[config.mk]
export PLATFORM = sky130hd
export DESIGN_NAME = vrm_map
export DESIGN_NICKNAME = d
export VERILOG_FILES = /design/src/rtl/vrm_pkg.sv /design/src/rtl/vrm_dec.sv /design/src/rtl/vrm_rows.sv /design/src/rtl/vrm_read.sv /design/src/rtl/vrm_enc.sv /design/src/rtl/vrm_map.sv
export SDC_FILE = /design/constraint.sdc
export NUM_CORES = 2
export LEC_CHECK = 0
export BUFFER_PORTS_ARGS = -buffer_cell sky130_fd_sc_hd__buf_2
export CAP_MARGIN = 20
export CORE_MARGIN = 3
export CORE_UTILIZATION = 25
export CTS_BUF_LIST = sky130_fd_sc_hd__clkbuf_4 sky130_fd_sc_hd__clkbuf_8 sky130_fd_sc_hd__clkbuf_16
export CTS_CLUSTER_SIZE = 28
export DETAILED_ROUTE_END_ITERATION = 6
export PLACE_DENSITY_LB_ADDON = 0.1
export SLEW_MARGIN = 20
export SYNTH_ARGS = -nofsm -noshare
export SYNTH_HDL_FRONTEND = slang
export SYNTH_SLANG_ARGS = --single-unit
[constraint.sdc]
create_clock -name clk -period 3.05 [get_ports clk]
set_clock_uncertainty 0.1 [all_clocks]
set_input_delay 0.305 -clock clk [delete_from_list [all_inputs] [get_ports clk]]
set_output_delay 0.305 -clock clk [all_outputs]
set_load 0.05 [all_outputs]
[src/rtl/vrm_pkg.sv]
package vrm_pkg;
  localparam int DEF_NUM_VIRT = 16;
  localparam int DEF_NUM_PHYS = 128;
endpackage

[src/rtl/vrm_dec.sv]
module vrm_dec #(
  parameter int NUM_PHYS = vrm_pkg::DEF_NUM_PHYS,
  localparam int PW = $clog2(NUM_PHYS)
) (
  input  logic [PW-1:0]       idx,
  output logic [NUM_PHYS-1:0] onehot
);
  // One comparator per physical entry; an index beyond NUM_PHYS gives all zero.
  for (genvar p = 0; p < NUM_PHYS; p++) begin : g_bit
    assign onehot[p] = (idx == PW'(p));
  end
endmodule

[src/rtl/vrm_rows.sv]
module vrm_rows #(
  parameter int NUM_VIRT = vrm_pkg::DEF_NUM_VIRT,
  parameter int NUM_PHYS = vrm_pkg::DEF_NUM_PHYS,
  localparam int VW = $clog2(NUM_VIRT)
) (
  input  logic                clk,
  input  logic                rst_n,
  input  logic                upd_en,
  input  logic [VW-1:0]       upd_vidx,
  input  logic [NUM_PHYS-1:0] new_row,
  output logic [NUM_PHYS-1:0] row_q [NUM_VIRT]
);
  for (genvar r = 0; r < NUM_VIRT; r++) begin : g_row
    logic                row_we;
    logic [NUM_PHYS-1:0] row_d;

    always_comb begin
      row_we = upd_en && (upd_vidx == VW'(r));
      row_d  = row_we ? new_row : row_q[r];
    end

    always_ff @(posedge clk or negedge rst_n) begin
      if (!rst_n) row_q[r] <= '0;
      else        row_q[r] <= row_d;
    end
  end
endmodule

[src/rtl/vrm_read.sv]
module vrm_read #(
  parameter int NUM_VIRT = vrm_pkg::DEF_NUM_VIRT,
  parameter int NUM_PHYS = vrm_pkg::DEF_NUM_PHYS,
  localparam int VW = $clog2(NUM_VIRT)
) (
  input  logic                clk,
  input  logic                rst_n,
  input  logic [NUM_PHYS-1:0] row_q [NUM_VIRT],
  input  logic                upd_en,
  input  logic [VW-1:0]       upd_vidx,
  input  logic [NUM_PHYS-1:0] new_row,
  input  logic                lk_en,
  input  logic [VW-1:0]       lk_vidx,
  output logic [NUM_PHYS-1:0] oh_q,
  output logic                valid_q
);
  logic                collide;
  logic [NUM_PHYS-1:0] sel_row;
  logic [NUM_PHYS-1:0] oh_d;
  logic                valid_d;

  always_comb begin
    collide = upd_en && (upd_vidx == lk_vidx);
    sel_row = collide ? new_row : row_q[lk_vidx];
    oh_d    = lk_en ? sel_row : oh_q;
    valid_d = lk_en ? (|sel_row) : valid_q;
  end

  always_ff @(posedge clk or negedge rst_n) begin
    if (!rst_n) begin
      oh_q    <= '0;
      valid_q <= 1'b0;
    end else begin
      oh_q    <= oh_d;
      valid_q <= valid_d;
    end
  end
endmodule

[src/rtl/vrm_enc.sv]
module vrm_enc #(
  parameter int NUM_PHYS = vrm_pkg::DEF_NUM_PHYS,
  localparam int PW = $clog2(NUM_PHYS)
) (
  input  logic [NUM_PHYS-1:0] onehot,
  output logic [PW-1:0]       bin
);
  // With at most one bit set, OR-ing the indices of set bits gives that index.
  always_comb begin
    bin = '0;
    for (int i = 0; i < NUM_PHYS; i++) begin
      if (onehot[i]) bin = bin | PW'(i);
    end
  end
endmodule

[src/rtl/vrm_map.sv]
module vrm_map #(
  parameter int NUM_VIRT = vrm_pkg::DEF_NUM_VIRT,
  parameter int NUM_PHYS = vrm_pkg::DEF_NUM_PHYS,
  parameter bit BIN_OUT  = 1'b1,
  localparam int VW = $clog2(NUM_VIRT),
  localparam int PW = $clog2(NUM_PHYS)
) (
  input  logic                clk,
  input  logic                rst_n,
  input  logic                upd_en,
  input  logic [VW-1:0]       upd_vidx,
  input  logic [PW-1:0]       upd_pidx,
  input  logic                lk_en,
  input  logic [VW-1:0]       lk_vidx,
  output logic                lk_valid,
  output logic [NUM_PHYS-1:0] lk_onehot,
  output logic [PW-1:0]       lk_bin
);
  logic [NUM_PHYS-1:0] new_row;
  logic [NUM_PHYS-1:0] row_q [NUM_VIRT];

  vrm_dec #(.NUM_PHYS(NUM_PHYS)) u_dec (
    .idx    (upd_pidx),
    .onehot (new_row)
  );

  vrm_rows #(.NUM_VIRT(NUM_VIRT), .NUM_PHYS(NUM_PHYS)) u_rows (
    .clk      (clk),
    .rst_n    (rst_n),
    .upd_en   (upd_en),
    .upd_vidx (upd_vidx),
    .new_row  (new_row),
    .row_q    (row_q)
  );

  vrm_read #(.NUM_VIRT(NUM_VIRT), .NUM_PHYS(NUM_PHYS)) u_read (
    .clk      (clk),
    .rst_n    (rst_n),
    .row_q    (row_q),
    .upd_en   (upd_en),
    .upd_vidx (upd_vidx),
    .new_row  (new_row),
    .lk_en    (lk_en),
    .lk_vidx  (lk_vidx),
    .oh_q     (lk_onehot),
    .valid_q  (lk_valid)
  );

  if (BIN_OUT) begin : g_bin
    vrm_enc #(.NUM_PHYS(NUM_PHYS)) u_enc (
      .onehot (lk_onehot),
      .bin    (lk_bin)
    );
  end else begin : g_nobin
    assign lk_bin = '0;
  end
endmodule

=== Yosys cells after proc, flatten, opt, wreduce, memory -nomap -nowiden ===
Cells that the tools add are included.
W data, S select, Z words.

* Output and inout bits: 136
* Word-level logic and storage cells: 314
* Bits in registers: 2177

* Bitwise logic cells: 1
* Reductions and logical operators: 20
* Eq/ne operators: 143
* Mux-type cells: 131
* Order comparisons: 1

{| class="wikitable"
|+ Operators by type and width
! cell !! count
|-
| $bmux W128 S4 || 1
|-
| $eq A7 B7 Y1 const B || 64
|-
| $mux W7 || 64
|-
| $mux W128 || 3
|-
| $eq A7 B6 Y1 const B || 32
|-
| $mux W6 || 32
|-
| $reduce_or A128 Y1 || 1
|-
| $eq A7 B5 Y1 const B || 16
|-
| $mux W5 || 16
|-
| $eq A7 B4 Y1 const B || 8
|-
| $eq A4 B4 Y1 const B || 8
|-
| $mux W4 || 8
|-
| $eq A7 B3 Y1 const B || 4
|-
| $logic_and A1 B1 Y1 || 17
|-
| $eq A4 B3 Y1 const B || 4
|-
| $eq A7 B2 Y1 const B || 2
|-
| $mux W3 || 4
|-
| $eq A4 B2 Y1 const B || 2
|-
| $eq A7 B1 Y1 const B || 1
|-
| $logic_not A7 Y1 || 1
|-
| $ge A5 B5 Y1 const B || 1
|-
| $not A4 Y5 || 1
|-
| $eq A4 B1 Y1 const B || 1
|-
| $eq A4 B4 Y1 || 1
|-
| other kinds (3) || 4
|}

=== Longest topological paths before layout ===
* Word-level depth: 127
* Gate-level depth with buffers: 15

=== Modules after synthesis ===
Synthesis repeated with hierarchy kept, for this count alone.

* Cells, all modules: 6469
* Area total of the unflattened synthesis: 100096.0 µm²

{| class="wikitable"
|+ By module, submodules not included
! module !! instances !! cells each !! area an instance (µm²)
|-
| vrm_rows || 1 || 4472 || 76327.0
|-
| vrm_read || 1 || 1717 || 22262.6
|-
| vrm_dec || 1 || 182 || 905.9
|-
| vrm_enc || 1 || 98 || 600.6
|}

=== Worst setup path before layout ===
OpenSTA, ideal clock, no wires.

* Path type: input port to flip-flop
* Start: in lk_vidx[1]
* End: reg u_read.valid_q
* Arrival: 2.954 ns
* Setup time: 0.133 ns
* Stages: 14
* Slack: -0.137 ns
* Required time: 2.817 ns
* Cells stage by stage: buf_2 > buf_6 > buf_2 > buf_2 > buf_1 > mux4_2 > mux2i_1 > o211ai_1 > o211ai_1 > nand4_1 > nor4_1 > nand4_1 > nor4_1 > a31oi_1

* Word-level cells in the longest chain between the ends: 6
* Elaborated cells on any way between the ends: 8
* Classes of those cells: 1 x eq/ne; 4 x mux; 1 x bitwise; 2 x reduce/logical

{| class="wikitable"
|+ RTL lines
! element !! RTL line !! text
|-
| from (decl) || vrm_map.sv:14 || <nowiki>input logic [VW-1:0] lk_vidx,</nowiki>
|-
| $not A4 Y5 (implied by the code) || vrm_read.sv:24 || <nowiki>sel_row = collide ? new_row : row_q[lk_vidx];</nowiki>
|-
| $bmux W128 S4 || vrm_read.sv:24 ||
|-
| $mux W128 (implied by the code) (2 in a row) || vrm_read.sv:24 ||
|-
| $mux W128 * || vrm_read.sv:24 ||
|-
| $reduce_or A128 Y1 * || vrm_read.sv:26 || <nowiki>valid_d = lk_en ? (|sel_row) : valid_q;</nowiki>
|-
| to (signal assigned) || vrm_read.sv:35 || <nowiki>valid_q <= valid_d;</nowiki>
|-
| to (decl) || vrm_read.sv:15 || <nowiki>output logic valid_q</nowiki>
|}

Mark *: on every way between the ends. The rest lies on a longest branch, timed or not. The select of a mux whose other input is x is not followed.
A chain may end at the register's enable or synchronous reset.

=== Worst setup path after layout ===
* Start: reg u_read.oh_q[61]
* End: out lk_bin[5]

* Word-level cells in the longest chain between the ends: 67

{| class="wikitable"
|+ RTL lines
! element !! RTL line !! text
|-
| from (decl) || vrm_read.sv:14 || <nowiki>output logic [NUM_PHYS-1:0] oh_q,</nowiki>
|-
| from (signal assigned) || vrm_read.sv:34 || <nowiki>oh_q <= oh_d;</nowiki>
|-
| $mux W6 (3 in a row) || vrm_enc.sv:12 || <nowiki>if (onehot[i]) bin = bin | PW'(i);</nowiki>
|-
| $mux W7 (64 in a row) || vrm_enc.sv:12 ||
|-
| to (decl) || vrm_map.sv:17 || <nowiki>output logic [PW-1:0] lk_bin</nowiki>
|}

No other way between the ends.

==> impl_metrics.toml <==
[power_and_ir_drop]
p_int_mw = 50.3
pwr-share-comb = 0.087
switchingPower_mw = 17.5
total_leakage_power_nw = 51.2
power.total_mw = 67.8
powerDensity_mw_per_mm2 = 573
clkPwrFrac = 0.475
switching_share = 0.259
power_frac_seq = 0.439
vdd_drop_max_v = 0.000434

[cts]
clock_sinks = 2177
clkTransAtPathRegs_ps = 60
cts.path.max_buffers = 4
cts-root-buf = "clkbuf_16"
cts_made_buffers = 267
cts_tree = "built"
htreeDepth = 5
insertion_delay_ps = 910

[detailed_routing]
viasPerCell = 4.85
drc = 0
post_drt_wl_per_cell_um = 27.8
via_count = 71500
postRouteAntennaNets = 0
drt_first_pass_iters = 5
totalWireLength_mm = 410
first_iter_violations = 5154

[worst_setup_path]
worstSetupPathType = "reg2out"
arrival_ps = 2880
critPathRequiredTime_ps = 2640
timing.critical_path.from_type = "flop"
cp-end-kind = "primary output"
crit_fanout = 2

[global_route]
antenna_found_initial = 32
overflow = 0
grt_usage = 0.209
grt_pass1_vias = 73200
grt_max_degree = 132
grt_pass1_wl_mm = 585

[logic_synthesis]
ys_types = 67
synth-warning-count = 0
ys_seq_area_frac = 0.573
synthAdderAreaFrac = 0
mappedNetlistNets = 8948
ys_ff_latch = 2177
synth_most_common_cell = "nand2_1"
synth_ff_type = "dfrtp_1"
synth_top_area_frac = 0.573
yosys-top-cells-count = "nand2_1, dfrtp_1, o21ai_0"
synth_compound_area_frac = 0.135
syn_avg_cell_area_um2 = 10.7
synth-xor-area-share = 0.000460
synth.mux.area_fraction = 0.138
synth.top_cells.by_area = "dfrtp_1, mux4_2, o21ai_0"
synth_top_family_by_area = "multiplexers"
syn_inst = 8929
synth-edff-count = 0
synth_top_cell_by_area = "dfrtp_1"
async_flop_share = 1.00
synthSimpleGateAreaFrac = 0.117
syn-cell-area_mm2 = 0.0951

[sta]
timing.final.crit_share = 1.08
layout_setup_ws_ps = -234
maxSlewViolCount = 0
worst_slew_pin_slew_ps = 1080
min_period_ps = 3280
fmax_mhz = 305
finalSetupViolations = 6
hold_slack_ps = 102
finalHoldViolCount = 0
max_slew_margin = 0.283
rsz0062_at_grt = "true"

[finish]
drive_gt1_frac = 0.237
utilization = 0.313
nNetsFinal = 9566
area_growth_pct = 24.3

[die]
die_w_um = 623
die_h_um = 623
rows = 225
io_pins = 155
initial_utilization = 0.252
core_area_mm2 = 0.377
dieArea_mm2 = 0.388

[placed_design]
hpwl_mm = 275
post-place-ws_ps = -1240
port_buffers = 154
place_congestion = 0.868

[run_status]
outcome = "complete, but fails checks"
violations = "negative setup slack"

[run]
drv_cap = 0

[hold_path]
min_path_type = "in2async"
-- per-layer routing --
metal / vias up / track usage / wire length (um)
met4: 6 / 0.0739 / 16700
li1: 32400 / - / -
met1: 37000 / 0.289 / 186000
met3: 522 / 0.0209 / 14600
met2: 1515 / 0.342 / 192000
met5: - / 0 / 39
-- worst paths after layout --
check | from | slack [ps] | end | cells past startpoint
min in group clk | upd_pidx[4] | 140 | u_rows.row_q[715]$_DFFE_PN0P_ | 6
max in group asynchronous | rst_n | 1750 | u_rows.row_q[838]$_DFFE_PN0P_ | 4
worst min-delay path | rst_n | 100 | u_rows.row_q[1140]$_DFFE_PN0P_ | 3
worst max register to register | u_rows.row_q[82]$_DFFE_PN0P_ | -130 | u_read.valid_q$_DFFE_PN0P_ | 9
worst min register to register | u_rows.row_q[1267]$_DFFE_PN0P_ | 370 | u_rows.row_q[1267]$_DFFE_PN0P_ | 2
worst max-delay path | u_read.oh_q[61]$_DFFE_PN0P_ | -230 | lk_bin[5] | 5
-- logic make-up (layout without fill, tap and decap cells) --
group	count (synthesis)	count (layout)
DFF	2177	2177
AOI/OAI and AO/OA	2447	2447
xor gates and xnor gates	5	5
buffers and inverters	845	1650
muxes	668	668
and+or+nand+nor	2787	2787
other	0	23
-- registers in the layout (all words and copies together), names as in the netlist --
signal and count:
u_read.oh_q 128, u_read.valid_q 1, u_rows.row_q 2048
-- worst max-delay path, cell delays in order (launching register included) --
cell     delay (ps)
dfrtp_1         380
or4_4           570
nor4_4          250
nand4_1         170
or4_4           450
buf_6           170
-- timing repair --
action / 4_1_cts / 5_1_grt
setup endpoints to repair: 8 / 8
cloned: 0 / 0
pin swaps: 20 / 14
endpoints found under the hold margin: 1127 / 0
gates resized for setup: 83 / 28
hold buffers: 5 / 0
buffers inserted: 12 / 5
-- placed cells by master (no fill, tap or decap), drive strengths merged, types with 8 or more instances in the layout --
| master | synthesis | routed |
|---|---|---|
| a211oi | 15 | 15 |
| nor4 | 57 | 57 |
| nand2 | 2380 | 2380 |
| a22oi | 27 | 27 |
| mux2 | 39 | 39 |
| mux4 | 509 | 509 |
| a221oi | 42 | 42 |
| nand3 | 44 | 44 |
| dfrtp | 2177 | 2177 |
| diode | 0 | 23 |
| buf | 150 | 1178 |
| nor2 | 148 | 148 |
| mux2i | 120 | 120 |
| a21oi | 145 | 145 |
| or4 | 11 | 11 |
| a22o | 10 | 10 |
| a31oi | 26 | 26 |
| clkinv | 1 | 35 |
| a221o | 8 | 8 |
| o21ai | 2106 | 2106 |
| o211ai | 19 | 19 |
| nor2b | 15 | 15 |
| nor3 | 28 | 28 |
| inv | 10 | 23 |
| nand4 | 22 | 22 |
| clkbuf | 684 | 401 |
| and3 | 30 | 30 |
| and2 | 22 | 22 |
-- power groups by stage --
stage                     Combinational [mW]  Clock [mW]  Sequential (mW)
after floorplan                         1.81           0             30.6
after detailed placement                5.86           0             30.2
after global routing                    6.21        34.3             29.8
after CTS                               5.97        33.1             29.7
after global placement                  5.84           0             30.2
final                                   5.87        32.2             29.7
-- stage by stage --
| step | instance area, um2 | setup TNS, ps | std cells |
|---|---|---|---|
| 2_1_floorplan | 95300 | 0 | 8929 |
| 3_3_place_gp | 109000 | -16370 | 14200 |
| 3_5_place_dp | 109000 | -16770 | 14300 |
| 4_1_cts | 118000 | -1420 | 14700 |
| 5_1_grt | 118000 | -1280 | 14700 |
| 6_report | 118000 | -818 | 14800 |
-- cell type report --
| class | count | area, um2 |
|---|---|---|
| Sequential cell | 2177 | 54500 |
| Antenna cell | 23 | 57.6 |
| Fill cell | 38700 | 259000 |
| Inverter | 11 | 53.8 |
| Clock buffer | 400 | 8220 |
| Tap cell | 4994 | 6250 |
| Clock inverter | 56 | 528 |
| Multi-Input combinational cell | 5907 | 37800 |
| Timing Repair Buffer | 1183 | 10800 |
Power figures use the tool's default switching activity.
